==> src/rtl/nand_bridge_pkg.sv <==
package nand_bridge_pkg;
    localparam int PORT_W = 4;
    localparam int BYTE_W = 8;
    localparam int CTRL_W = 4;

    localparam logic [PORT_W-1:0] PORT_DATA = 4'd0;
    localparam logic [PORT_W-1:0] PORT_CMD  = 4'd1;
    localparam logic [PORT_W-1:0] PORT_ADDR = 4'd2;
    localparam logic [PORT_W-1:0] PORT_CTRL = 4'd3;
    localparam logic [PORT_W-1:0] PORT_STAT = 4'd4;

    localparam logic [BYTE_W-1:0] GAPLESS_READ_OP = 8'h02;

    typedef enum logic [1:0] {STB_NONE, STB_CMD, STB_ADDR, STB_DATA} stb_kind_e;

    typedef struct packed {
        stb_kind_e         kind;
        logic [BYTE_W-1:0] data;
    } stb_req_t;

    typedef struct packed {
        logic       wp_release;
        logic       ce_on;
        logic [1:0] bank;
    } ctrl_t;

    function automatic stb_kind_e port_kind(input logic [PORT_W-1:0] port);
        case (port)
            PORT_DATA: return STB_DATA;
            PORT_CMD:  return STB_CMD;
            PORT_ADDR: return STB_ADDR;
            default:   return STB_NONE;
        endcase
    endfunction
endpackage

==> src/rtl/bridge_host_decode.sv <==
module bridge_host_decode
    import nand_bridge_pkg::*;
(
    input  logic              clk,
    input  logic              rst,
    input  logic              cs_n,
    input  logic [PORT_W-1:0] addr,
    input  logic              rd_n,
    input  logic              wr_n,
    input  logic [BYTE_W-1:0] wdata,
    input  logic              hold,
    input  ctrl_t             ctrl_q,
    input  logic              flash_rdy,
    input  logic [BYTE_W-1:0] flash_din,
    output stb_req_t          wr_req,
    output logic              ctrl_we,
    output logic [BYTE_W-1:0] rdata,
    output logic              rd_flash_n
);
    logic wr_q, rd_q, wr_q_d, wr_edge;

    assign wr_q    = !cs_n && !wr_n;
    assign rd_q    = !cs_n && !rd_n;
    assign wr_edge = wr_q && !wr_q_d && !hold;

    always_ff @(posedge clk) begin
        if (rst) wr_q_d <= 1'b0;
        else     wr_q_d <= wr_q;
    end

    always_comb begin
        wr_req.kind = wr_edge ? port_kind(addr) : STB_NONE;
        wr_req.data = wdata;
        ctrl_we     = wr_edge && (addr == PORT_CTRL);
    end

    assign rd_flash_n = !(rd_q && !hold && addr == PORT_DATA);

    always_comb begin
        rdata = '0;
        if (rd_q && !hold) begin
            case (addr)
                PORT_DATA: rdata = flash_din;
                PORT_CTRL: rdata = {{(BYTE_W-CTRL_W){1'b0}}, ctrl_q};
                PORT_STAT: rdata = {{(BYTE_W-1){1'b0}}, flash_rdy};
                default:   rdata = '0;
            endcase
        end
    end
endmodule

==> src/rtl/bridge_ctrl_reg.sv <==
module bridge_ctrl_reg
    import nand_bridge_pkg::*;
#(
    parameter int NUM_BANKS = 3
) (
    input  logic              clk,
    input  logic              rst,
    input  logic              we,
    input  logic [CTRL_W-1:0] wdata,
    input  logic              pl_busy,
    output ctrl_t             ctrl_q,
    output logic [NUM_BANKS-1:0] ce_n,
    output logic              wp_n
);
    always_ff @(posedge clk) begin
        if (rst)     ctrl_q <= '0;
        else if (we) ctrl_q <= ctrl_t'(wdata);
    end

    for (genvar b = 0; b < NUM_BANKS; b++) begin : g_bank
        assign ce_n[b] = !(pl_busy || (ctrl_q.ce_on && ctrl_q.bank == 2'(b)));
    end

    assign wp_n = ctrl_q.wp_release && !rst;

    a_r5_single_bank: assert property (@(posedge clk) disable iff (rst)
        !pl_busy |-> ($countones(~ce_n) <= 1));
    a_r6_wp_follows_release: assert property (@(posedge clk) disable iff (rst)
        (we && !wdata[3]) |=> !wp_n);
endmodule

==> src/rtl/bridge_preload_seq.sv <==
module bridge_preload_seq
    import nand_bridge_pkg::*;
#(
    parameter int ADDR_BYTES = 3
) (
    input  logic     clk,
    input  logic     rst,
    input  logic     init_req,
    input  logic     flash_rdy,
    output logic     busy,
    output logic     done,
    output stb_req_t req
);
    localparam int STEPS  = 2 * (1 + ADDR_BYTES);
    localparam int STEP_W = $clog2(STEPS);

    typedef enum logic [1:0] {PL_IDLE, PL_RUN, PL_WAIT} pl_state_e;

    pl_state_e         state;
    logic [STEP_W-1:0] step;

    always_ff @(posedge clk) begin
        if (rst) begin
            state <= PL_IDLE;
            step  <= '0;
            done  <= 1'b0;
        end else begin
            case (state)
                PL_IDLE: if (init_req && !done) begin
                    state <= PL_RUN;
                    step  <= '0;
                end
                PL_RUN: begin
                    if (step == STEP_W'(STEPS - 1)) state <= PL_WAIT;
                    step <= step + 1'b1;
                end
                PL_WAIT: if (flash_rdy) begin
                    state <= PL_IDLE;
                    done  <= 1'b1;
                end
                default: state <= PL_IDLE;
            endcase
        end
    end

    assign busy = (state != PL_IDLE);

    always_comb begin
        req.kind = STB_NONE;
        req.data = '0;
        if (state == PL_RUN && !step[0]) begin
            req.kind = (step == '0) ? STB_CMD : STB_ADDR;
            req.data = (step == '0) ? GAPLESS_READ_OP : '0;
        end
    end

    a_r9_done_needs_ready: assert property (@(posedge clk) disable iff (rst)
        $rose(done) |-> $past(flash_rdy));
    a_r9_runs_once: assert property (@(posedge clk) disable iff (rst)
        done |=> (state == PL_IDLE));
endmodule

==> src/rtl/bridge_strobe_gen.sv <==
module bridge_strobe_gen
    import nand_bridge_pkg::*;
(
    input  logic              clk,
    input  logic              rst,
    input  stb_req_t          req,
    output logic              cmd_n,
    output logic              addr_n,
    output logic              data_n,
    output logic [BYTE_W-1:0] dout
);
    always_ff @(posedge clk) begin
        if (rst) begin
            cmd_n  <= 1'b1;
            addr_n <= 1'b1;
            data_n <= 1'b1;
            dout   <= '0;
        end else begin
            cmd_n  <= (req.kind != STB_CMD);
            addr_n <= (req.kind != STB_ADDR);
            data_n <= (req.kind != STB_DATA);
            if (req.kind != STB_NONE) dout <= req.data;
        end
    end

    a_r3_cmd_one_cycle: assert property (@(posedge clk) disable iff (rst)
        !cmd_n |=> cmd_n);
    a_r3_addr_one_cycle: assert property (@(posedge clk) disable iff (rst)
        !addr_n |=> addr_n);
    a_r3_data_one_cycle: assert property (@(posedge clk) disable iff (rst)
        !data_n |=> data_n);
    a_r3_one_strobe: assert property (@(posedge clk) disable iff (rst)
        $onehot0({!cmd_n, !addr_n, !data_n}));
endmodule

==> src/rtl/nand_port_bridge.sv <==
module nand_port_bridge
    import nand_bridge_pkg::*;
#(
    parameter int NUM_BANKS  = 3,
    parameter int ADDR_BYTES = 3
) (
    input  logic                 clk,
    input  logic                 rst,
    input  logic                 host_cs_n,
    input  logic [3:0]           host_addr,
    input  logic                 host_rd_n,
    input  logic                 host_wr_n,
    input  logic [7:0]           host_wdata,
    output logic [7:0]           host_rdata,
    output logic                 host_rb,
    input  logic                 init_req,
    output logic                 preload_done,
    output logic [NUM_BANKS-1:0] flash_ce_n,
    output logic                 flash_wp_n,
    output logic                 flash_cmd_stb_n,
    output logic                 flash_addr_stb_n,
    output logic                 flash_data_stb_n,
    output logic                 flash_rd_n,
    output logic [7:0]           flash_dout,
    input  logic [7:0]           flash_din,
    input  logic                 flash_rdy
);
    stb_req_t host_req, pl_req, stb_req;
    ctrl_t    ctrl_q;
    logic     ctrl_we, pl_busy;

    bridge_preload_seq #(.ADDR_BYTES(ADDR_BYTES)) u_preload (
        .clk(clk), .rst(rst), .init_req(init_req), .flash_rdy(flash_rdy),
        .busy(pl_busy), .done(preload_done), .req(pl_req)
    );

    bridge_host_decode u_decode (
        .clk(clk), .rst(rst), .cs_n(host_cs_n), .addr(host_addr),
        .rd_n(host_rd_n), .wr_n(host_wr_n), .wdata(host_wdata),
        .hold(pl_busy), .ctrl_q(ctrl_q), .flash_rdy(flash_rdy),
        .flash_din(flash_din), .wr_req(host_req), .ctrl_we(ctrl_we),
        .rdata(host_rdata), .rd_flash_n(flash_rd_n)
    );

    bridge_ctrl_reg #(.NUM_BANKS(NUM_BANKS)) u_ctrl (
        .clk(clk), .rst(rst), .we(ctrl_we), .wdata(host_wdata[CTRL_W-1:0]),
        .pl_busy(pl_busy), .ctrl_q(ctrl_q), .ce_n(flash_ce_n), .wp_n(flash_wp_n)
    );

    assign stb_req = pl_busy ? pl_req : host_req;

    bridge_strobe_gen u_strobe (
        .clk(clk), .rst(rst), .req(stb_req), .cmd_n(flash_cmd_stb_n),
        .addr_n(flash_addr_stb_n), .data_n(flash_data_stb_n), .dout(flash_dout)
    );

    assign host_rb = flash_rdy;

    a_r1_wp_low_after_reset: assert property (@(posedge clk) disable iff (rst)
        $fell(rst) |-> (!flash_wp_n && &flash_ce_n));
    a_r10_ctrl_frozen_in_preload: assert property (@(posedge clk) disable iff (rst)
        pl_busy |=> $stable(ctrl_q));
    a_r9_all_banks_in_preload: assert property (@(posedge clk) disable iff (rst)
        pl_busy |-> (flash_ce_n == '0));
endmodule

==> config.mk <==
export PLATFORM = sky130hd
export DESIGN_NAME = nand_port_bridge
export DESIGN_NICKNAME = d
export VERILOG_FILES = /design/src/rtl/nand_bridge_pkg.sv /design/src/rtl/bridge_host_decode.sv /design/src/rtl/bridge_ctrl_reg.sv /design/src/rtl/bridge_preload_seq.sv /design/src/rtl/bridge_strobe_gen.sv /design/src/rtl/nand_port_bridge.sv
export SDC_FILE = /design/constraint.sdc
export NUM_CORES = 1
export LEC_CHECK = 0
export ABC_AREA = 1
export BUFFER_PORTS_ARGS = -buffer_cell sky130_fd_sc_hd__buf_2
export CORE_AREA = 5 5 56 58
export CTS_CLUSTER_DIAMETER = 40
export DETAILED_ROUTE_END_ITERATION = 10
export DIE_AREA = 0 0 61 63
export PLACE_DENSITY = 0.81
export SLEW_MARGIN = 10
export SYNTH_ARGS = -nofsm -noshare
export SYNTH_HDL_FRONTEND = slang
export SYNTH_SLANG_ARGS = --single-unit
==> constraint.sdc <==
create_clock -name clk -period 3.85 [get_ports clk]
set_input_delay 0.5775 -clock clk [delete_from_list [all_inputs] [get_ports clk]]
set_output_delay 0.5775 -clock clk [all_outputs]
set_load 0.02 [all_outputs]
After elaboration in Yosys (flattened, before gate mapping)

Cells that the tools add are included.

Add/sub/neg operators: 1
Reductions and logical operators: 38
Mux-type cells: 14
Equality and inequality tests: 15

Operators with widths:

| cell                  | number |
|---|---|
| $pmux W8 S3           | 1 |
| $mux W10              | 2 |
| $logic_and A1 B1 Y1   | 13 |
| $logic_not A1 Y1      | 12 |
| $mux W2               | 6 |
| $pmux W2 S3           | 2 |
| $eq A4 B2 Y1 const B  | 2 |
| $mux W8               | 1 |
| $ne A2 B1 Y1 const B  | 3 |
| $ne A2 B2 Y1 const B  | 3 |
| $pmux W3 S2           | 1 |
| $reduce_bool A2 Y1    | 3 |
| $eq A2 B1 Y1 const B  | 2 |
| $eq A2 B2 Y1 const B  | 2 |
| $eq A4 B1 Y1 const B  | 1 |
| $eq A4 B3 Y1 const B  | 1 |
| $logic_not A2 Y1      | 2 |
| $logic_not A4 Y1      | 1 |
| $reduce_and A2 Y1     | 2 |
| $add A3 B1 Y3 const B | 1 |
| $eq A3 B3 Y1 const B  | 1 |
| $logic_not A3 Y1      | 1 |
| $logic_or A1 B1 Y1    | 3 |
| $mux W3               | 1 |
| $reduce_and A3 Y1     | 1 |

Input port bits: 27
Bits in registers: 22
Word-level logic and storage cells: 79

Depth between registers and ports, before layout

Gate-level depths: netlist of run 1.

Word-level depth: 7
Mapped depth: 11
Depth with buffers taken out: 11

Modules after synthesis

Synthesis of run 1 repeated with hierarchy kept, for this count alone.

Cell total of the unflattened synthesis: 239
Area total of the unflattened synthesis: 1477.7 sq um

Modules (own cells, without submodules):

| module             | cells each | area each (sq um) | times used | seq. area each (sq um) |
|---|---|---|---|---|
| bridge_strobe_gen  | 60         | 425.4             | 1          | 220.2 |
| bridge_preload_seq | 50         | 371.6             | 1          | 120.1 |
| bridge_host_decode | 58         | 325.3             | 1          | 20.0 |
| bridge_ctrl_reg    | 38         | 220.2             | 1          | 80.1 |
| nand_port_bridge   | 33         | 135.1             | 1          | 0.0 |

Least setup slack after synthesis of run 1

OpenSTA, ideal clock, no wires.

Kind: in2out
Start point: input port host_addr[3]
End point: output port host_rdata[4]
Arrival time: 1497 ps
Stages on the path: 5
Setup slack: 1776 ps
Data required time: 3273 ps
Path buffers: 0
Cell sequence: nor2_1 -> nand3_1 -> inv_1 -> nand2_1 -> nor2_1

Longest elaborated chain between the ends: 3
Elaborated cells on any way between the ends: 5
Classes of those cells: 2 x eq/ne; 2 x mux; 1 x reduce/logical

Ends and longest elaborated chain:

| what                                       | RTL line                 | RTL |
|---|---|---|
| start, declared                            | nand_port_bridge.sv:10   | `input logic [3:0] host_addr,` |
| $eq A4 B3 Y1, or another cell as far along | bridge_host_decode.sv:42 | `case (addr)` |
| $pmux W8 S3 *                              | bridge_host_decode.sv:42 |  |
| $mux W8 *                                  | bridge_host_decode.sv:41 | `if (rd_q && !hold) begin` |
| end, declared                              | nand_port_bridge.sv:14   | `output logic [7:0] host_rdata,` |

Mark *: on every way between the ends. The rest lies on a longest branch, timed or not.

Worst setup path after layout of run 1

Start point: register u_preload.state[1]
End point: output port host_rdata[1]

Longest elaborated chain between the ends: 4

Ends and longest elaborated chain:

| what                   | RTL line                 | RTL |
|---|---|---|
| start, declared        | bridge_preload_seq.sv:19 | `pl_state_e state;` |
| start signal, assigned | bridge_preload_seq.sv:24 | `state <= PL_IDLE;` |
| start signal, assigned | bridge_preload_seq.sv:30 | `state <= PL_RUN;` |
| start signal, assigned | bridge_preload_seq.sv:34 | `if (step == STEP_W'(STEPS - 1)) state <= PL_WAIT;` |
| $reduce_bool A2 Y1     | bridge_preload_seq.sv:46 | `assign busy = (state != PL_IDLE);` |
| $logic_not A1 Y1       | bridge_host_decode.sv:41 |  |
| $logic_and A1 B1 Y1    | bridge_host_decode.sv:41 |  |
| $mux W8                | bridge_host_decode.sv:41 |  |

Every way passes these cells.

==> metrics.txt, run 1 <==
fin crit period=2420 ps; PnR worst setup slack=1430 ps; Max Clk Rate=0.413 GHz; routed wire length per instance=11.3 um; Fin Clk Skew=5.62 ps; DRC Markers=0; Clk Latency, worst-skew pair=300 ps; Critical-path top delay cell=dfxtp_1; Crit. End Element=output pin; share of post-route cells with drive strength above 1=0.310; global-route wire length before repair=4990 um; Via Count=1,271; die height=63 um; final wirelength=2980 um; area fraction of the dominant cell type after synthesis=0.357; most frequent cells in the layout=buf_2, inv_1, nor2_1; RR Startpoint=u_preload.step[0]; Critical Path Start Type=register; PwrDens=353 nW/um2; Crit Path Max Fanout=10; Hold Crit Class=input port to register; Area growth syn-to-layout=26.4%; post-CTS resize count=0; Seq cells post-synth=22; vias in the first global route=1,176; clock sinks=22; Root Driver=clkbuf_4; Hold Crit Start=host_wr_n; mapped cell area=1230 um2; Max Buffers Root-to-Sink=2; CP Data Arrival Time=1850 ps; IO Pins=53; CTS tree=yes; ranking of synthesized cells by area=dfxtp_1, inv_1, nor2_1; Remaining Overflow, GRT=0; Cell Rows=19; Final Hold Violating Endpoints=0; global-route usage over all layers=0.164; distinct cell type count after synthesis=24; # Post-CTS Setup Buffers=0; total CTS buffers=3; CP peak stage delay=400 ps; RSZ-0062 raised after global routing=false; DRT Pass-1 Iters=4; Core Region=2620 um2; die footprint=3840 um2; vias per std cell=4.83; PortBufs=52; Final Cycle Share=0.630; Initial Util=0.472; pin count of the biggest net entering global routing=16; Worst-path clk slew=110 ps; average size of a mapped cell=6.90 um2; CP bufs+invs=3; Post-DRT Antenna Nets=0; CP Data Required Time=3270 ps; die extent in x=61 um; Setup-failing EPs final=0; Seq/Total Area, Yosys=0.357; Critical Path Source=u_preload.state[1]; most common cell after layout, fill and taps aside=buf_2; net count after synthesis=209; H-tree Lvls=1; LEAKAGE=0.833 nW; synth warn=0; Cells after Synth=179; pre-CTS setup slack=1650 ps; max-capacitance violation count=0; initial DRC count=40; Hold-fix buffers, CTS=0; slew of the pin with the lowest slew margin=412 ps; initial antenna violation count=0; worst path cell trace=nor2_4 -> inv_2 -> nor3_2 -> inv_1 -> a21oi_1 -> buf_2; layout net count=263; outcome=completed; family with the most delay on the worst path=simple AND/OR/NAND/NOR gates; Worst slew margin=0.725; Max VDD drop=0.227 mV; GPL Wtd Cong=0.831; Synth area leader=dfxtp_1; worst setup path class=register to output pin; setup TNS=0 ps; Detailed Place HPWL=2330 um; max-slew violation count=0; antenna cells=0
==> power by group <==
group          internal, mW  total, mW  switching [mW]
combinational        0.0474      0.129          0.0814
sequential            0.242      0.249         0.00666
clock                 0.105      0.173          0.0678
==> per-stage QoR <==
| step | cells | cell area [um2] | power (mW) | hold slack [ps] | utilization |
|---|---|---|---|---|---|
| 6_report | 263 | 1560 | 0.551 | 442 | 0.597 |
| 5_1_grt | 263 | 1560 | 0.581 | 440 | 0.597 |
| 4_1_cts | 263 | 1560 | 0.556 | 437 | 0.597 |
| 3_5_place_dp | 259 | 1510 | 0.383 | 461 | 0.577 |
| 3_3_place_gp | 259 | 1510 | 0.381 | 453 | 0.577 |
| 2_1_floorplan | 179 | 1230 | 0.342 | 457 | - |
==> sequential cells by signal, indices dropped and copies added, names as in the netlist <==
register and cells:
u_decode.wr_q_d 1, u_preload.done 1, u_preload.state 2, u_ctrl.ctrl_q 4
u_preload.step 3, u_strobe.addr_n 1, u_strobe.data_n 1, u_strobe.cmd_n 1
u_strobe.dout 8
==> final timing paths <==
check / to / slack [ps] / cells past startpoint
setup / recovery: host_rdata[1] / 1430 / 6
hold reg to reg: u_preload.done / 480 / 2
hold / removal: u_decode.wr_q_d / 440 / 2
setup reg to reg: u_strobe.dout[5] / 2250 / 10
==> kinds of logic (layout without fill, tap and decap cells) <==
family,Yosys count,in the layout,share of synthesized area
AO/OA/AOI/OAI,23,23,0.105
buffers and inverters,36,89,0.121
flip-flops,22,22,0.357
AND/OR/NAND/NOR,95,95,0.387
adder cells (fa/ha/maj),3,3,0.0304
==> final cells by class <==
cell class | count | area (um2)
clock buffers | 3 | 22.5
clock inverters | 1 | 30.0
fillers | 270 | 1050
inverters | 33 | 124
multi-input cells | 121 | 646
flip-flops and latches | 22 | 440
well taps | 31 | 38.8
repair buffers | 52 | 260
==> metal layers <==
metal  up-vias  wire [um]  part of all wire  track usage
met5         -          0                 0            0
met4         0         59             0.020       0.0623
met3         6        267             0.090       0.0351
met2        48       1410              0.47        0.270
met1       556       1250              0.42        0.204
li1        661          -                 -            -
==> synth_stat cells <==
library cell and count:
inv_1 32, nor2_1 32, nand2_1 30, dfxtp_1 22
a21oi_1 13, nand3_1 10, nand3b_1 8, nor2_4 5
o21ai_0 5, nor2_2 4, ha_1 3, nor3_1 2
o21ai_2 2, a2111oi_0 1, a31oi_1 1, buf_4 1
clkbuf_1 1, clkbuf_8 1, inv_2 1, nand2_2 1
nand3_2 1, nand3_4 1, nor3_2 1, o211ai_1 1
Note: power is estimated with default switching activity, not from simulation.
==> run 2: changes to the inputs <==
CORE_AREA = 5 5 58 60   (was 5 5 56 58)
DIE_AREA = 0 0 63 65   (was 0 0 61 63)
PLACE_DENSITY = 0.76   (was 0.81)
clock period = 2.3 ns   (was 3.85 ns; I/O delays follow)
==> metrics.txt, run 2 (synthesis gave the netlist of run 1 again) <==
outcome=completed; layout net count=263 (unchanged); CP Data Required Time=1960 ps (-1310 ps); CP Data Arrival Time=1660 ps (-190 ps); most frequent cells in the layout=buf_2, inv_1, nor2_1; Max VDD drop=0.392 mV (+73%); family with the most delay on the worst path=simple AND/OR/NAND/NOR gates; H-tree Lvls=1 (unchanged); vias in the first global route=1,150 (-2.2%); Worst slew margin=0.695 (-0.0305); global-route usage over all layers=0.141 (-0.0232); PortBufs=52 (unchanged); register name with the most flops=u_strobe.dout; Worst-path clk slew=120 ps (about the same); Clk Latency, worst-skew pair=300 ps (about the same); DRC Markers=0 (unchanged); setup TNS=0 ps (unchanged); initial antenna violation count=0 (unchanged); share of post-route cells with drive strength above 1=0.310 (unchanged); RSZ-0062 raised after global routing=false; Hold Crit Class=input port to register; die height=65 um (+3.2%); Setup-failing EPs final=0 (unchanged); Crit. End Element=output pin; GPL Wtd Cong=0.759 (-8.7%); Area growth syn-to-layout=25.3%; Detailed Place HPWL=2280 um (-2.1%); post-CTS resize count=0 (unchanged); antenna cells=0 (unchanged); most common cell after layout, fill and taps aside=buf_2; worst path cell trace=nor2_4 -> inv_2 -> nor3_2 -> nand2_1 -> nor2_1 -> buf_2; Final Cycle Share=0.872; total CTS buffers=3 (unchanged); Fin Clk Skew=1.66 ps (-3.96 ps); final wirelength=2920 um (-2.2%); Max Clk Rate=0.499 GHz; CTS tree=yes; Post-DRT Antenna Nets=0 (unchanged); Hold WS=194 ps (-248 ps); slew of the pin with the lowest slew margin=457 ps (+45.8 ps); CP peak stage delay=400 ps (about the same); Remaining Overflow, GRT=0 (unchanged); routed wire length per instance=11.0 um (-2.9%); vias per std cell=4.68 (-3.3%); Critical Path Start Type=register; Crit Path Max Fanout=10 (unchanged); Initial Util=0.429 (-0.0431); Cell Rows=20 (+1); LEAKAGE=0.826 nW (-0.83%); initial DRC count=46 (+15%); fill count=276 (+2.2%); Critical-path top delay cell=dfxtp_1; Root Driver=clkbuf_4; Via Count=1,239 (-2.5%); # Post-CTS Setup Buffers=0 (unchanged); PwrDens=545 nW/um2 (+54%); CP bufs+invs=2 (-1); max FFs per register=8 (unchanged); max-slew violation count=0 (unchanged); fin crit period=2010 ps; Hold-fix buffers, CTS=0 (unchanged); clock sinks=22 (unchanged); biggest regs=u_strobe.dout (8), u_ctrl.ctrl_q (4), u_preload.step (3); worst setup path class=register to output pin; global-route wire length before repair=4840 um (-3.0%); die footprint=4100 um2 (+6.6%); IO Pins=53 (unchanged); max-capacitance violation count=0 (unchanged); Final Hold Violating Endpoints=0 (unchanged); die extent in x=63 um (+3.3%); DRT Pass-1 Iters=4 (unchanged); pin count of the biggest net entering global routing=16 (unchanged); Core Region=2880 um2 (+10%); Max Buffers Root-to-Sink=2 (unchanged)
run 2: per-stage QoR:
step	utilization	power [mW]	setup slack [ps]	cell area, um2	std cells
final	0.538	0.844	294	1550	265
after floorplan	-	0.573	573	1230	179
after global routing	0.538	0.891	56.1	1550	265
after detailed placement	0.525	0.642	578	1510	261
after global placement	0.525	0.639	613	1510	261
after CTS	0.538	0.851	259	1550	265
run 2: worst register-to-register path, cell delays in order, from the launching register on:
cell and delay [ps]:
dfxtp_1 340, inv_1 120, ha_1 160, inv_1 40, nor2_1 200, inv_1 70, nand3_1 80, o21ai_2 80
nor2_2 280, nor2_1 70, nor2_1 120
run 2: final cells by class:
| cell class | instances | area, um2 | area share |
|---|---|---|---|
| Multi-Input combinational cell | 121 | 646 | 0.417 |
| Tap cell | 33 | 41.3 | 0.0267 |
| Sequential cell | 22 | 440 | 0.285 |
| Inverter | 33 | 124 | 0.0800 |
| Clock buffer | 4 | 36.3 | 0.0234 |
| Timing Repair Buffer | 52 | 260 | 0.168 |
run 2: path summary, 6_finish.rpt:
path,to,slack [ps],start,depth (start not counted)
max,host_rdata[4],290,u_preload.state[1],6
min,u_decode.wr_q_d,190,host_wr_n,2
max reg2reg,u_strobe.dout[3],670,u_preload.step[0],10
min reg2reg,u_preload.done,470,u_preload.done,2
run 2: report_power, final:
part           internal (mW)  switching [mW]
Combinational         0.0795           0.137
Clock                 0.0966           0.113
Sequential             0.406          0.0122
Total                  0.582           0.262
run 2: routing by layer:
layer | GRT usage | vias up | share of wire
met5 | 0 | - | 0
met4 | 0.0531 | 0 | 0.013
met3 | 0.0312 | 4 | 0.070
met2 | 0.238 | 37 | 0.43
met1 | 0.174 | 536 | 0.48
li1 | - | 662 | -
==> run 3: changes to the inputs <==
CORE_AREA = 2 2 55 57   (was 5 5 58 60)
DIE_AREA = 0 0 57 59   (was 0 0 63 65)
==> metrics.txt, run 3 (synthesis gave the netlist of run 1 again) <==
CP peak stage delay=410 ps (about the same); max-capacitance violation count=0 (unchanged); total CTS buffers=3 (unchanged); Critical-path top delay cell=dfxtp_1; most frequent cells in the layout=buf_2, inv_1, nor2_1; Initial Util=0.456 (+0.0265); max FFs per register=8 (unchanged); CP bufs+invs=2 (unchanged); max-slew violation count=0 (unchanged); Hold Crit Class=input port to register; Post-DRT Antenna Nets=0 (unchanged); Critical Path Start Type=register; H-tree Lvls=1 (unchanged); Core Region=2710 um2 (-5.8%); setup TNS=0 ps (unchanged); Final Cycle Share=0.860 (-0.0123); initial DRC count=30 (-35%); Clk Latency, worst-skew pair=320 ps (+20 ps); antenna cells=0 (unchanged); Max Clk Rate=0.506 GHz (+1.4%); CP Data Required Time=1960 ps (about the same); fin crit period=1980 ps (-28.4 ps); DRT Pass-1 Iters=4 (unchanged); PwrDens=597 nW/um2 (+9.6%); LEAKAGE=0.838 nW (+1.4%); die height=59 um (-9.2%); outcome=completed; CTS tree=yes; Max VDD drop=0.456 mV (+16%); Crit Path Max Fanout=6 (-4); Setup-failing EPs final=0 (unchanged); initial antenna violation count=0 (unchanged); final wirelength=3020 um (+3.7%); Hold-fix buffers, CTS=0 (unchanged); Detailed Place HPWL=2310 um (+1.1%); clock sinks=22 (unchanged); Max Buffers Root-to-Sink=2 (unchanged); Final Hold Violating Endpoints=0 (unchanged); Worst-path clk slew=120 ps (about the same); Worst slew margin=0.735 (+0.0403); most common cell after layout, fill and taps aside=buf_2; vias in the first global route=1,131 (-1.7%); Crit. End Element=output pin; Hold WS=191 ps (-3.41 ps); Cell Rows=19 (-5.0%); register name with the most flops=u_strobe.dout; GPL Wtd Cong=0.831 (+9.6%); routed wire length per instance=11.5 um (+4.1%); RSZ-0062 raised after global routing=false; PortBufs=52 (unchanged); R2R setup slack=670 ps (about the same); post-CTS resize count=0 (unchanged); share of post-route cells with drive strength above 1=0.313 (+0.00296); Via Count=1,259 (+1.6%); Fin Clk Skew=9.29 ps (+7.63 ps); global-route wire length before repair=4840 um (unchanged); DRC Markers=0 (unchanged); IO Pins=53 (unchanged); slew of the pin with the lowest slew margin=397 ps (-60.4 ps); biggest regs=u_strobe.dout (8), u_ctrl.ctrl_q (4), u_preload.step (3); worst setup path class=register to output pin; die footprint=3360 um2 (-18%); vias per std cell=4.77 (+2.0%); layout net count=264 (+0.38%); CP Data Arrival Time=1630 ps (-30 ps); Remaining Overflow, GRT=0 (unchanged); pin count of the biggest net entering global routing=16 (unchanged); worst path cell trace=nor2_4 -> inv_2 -> nor3_2 -> nand2_1 -> nor2_1 -> buf_2; family with the most delay on the worst path=simple AND/OR/NAND/NOR gates; Area growth syn-to-layout=27.1%; Root Driver=clkbuf_4; die extent in x=57 um (-9.5%); # Post-CTS Setup Buffers=0 (unchanged); global-route usage over all layers=0.186 (+0.0449)
[run 3: area by class of cell]
type / instances / area (um2)
well taps: 31 / 38.8
inverters: 33 / 124
clock inverters: 1 / 30.0
fillers: 265 / 1140
multi-input cells: 121 / 646
flip-flops and latches: 22 / 440
repair buffers: 53 / 268
clock buffers: 3 / 22.5
[run 3: path summary, 6_finish.rpt]
check	cells past startpoint	end	startpoint
setup / recovery	6	host_rdata[4]	u_preload.state[1]
hold / removal	2	u_decode.wr_q_d	host_wr_n
setup reg to reg	10	u_strobe.dout[2]	u_preload.step[0]
hold reg to reg	2	u_strobe.dout[7]	u_strobe.dout[7]
[run 3: metal layers]
layer	GRT usage	vias to the layer above	routed length, um
met5	0	-	0
met4	0.0963	0	62
met3	0.0371	5	246
met2	0.310	51	1360
met1	0.228	539	1360
li1	-	664	-
[run 3: power breakdown]
part	switching [mW]	internal (mW)	total, mW	leakage [nW]
clock	0.126	0.176	0.303	0.0279
combinational	0.137	0.0808	0.217	0.630
sequential	0.0112	0.406	0.417	0.180
total	0.274	0.663	0.937	0.838
[run 3: worst reg2reg max path, stage by stage, from the launching register on]
cell and delay, ps:
dfxtp_1 350, inv_1 130, ha_1 160, inv_1 30, nor2_1 220, inv_1 70
nand3_1 90, o21ai_2 80, nor2_2 290, nor2_1 70, nor2_1 110
[run 3: stage by stage]
step	setup WS, ps	utilization	cell area (um2)	power [mW]	instances
after floorplan	573	-	1230	0.573	179
after global placement	602	0.560	1520	0.640	260
after detailed placement	558	0.560	1520	0.643	260
after CTS	297	0.579	1570	0.942	264
after global routing	174	0.579	1570	0.981	264
final	322	0.579	1570	0.937	264
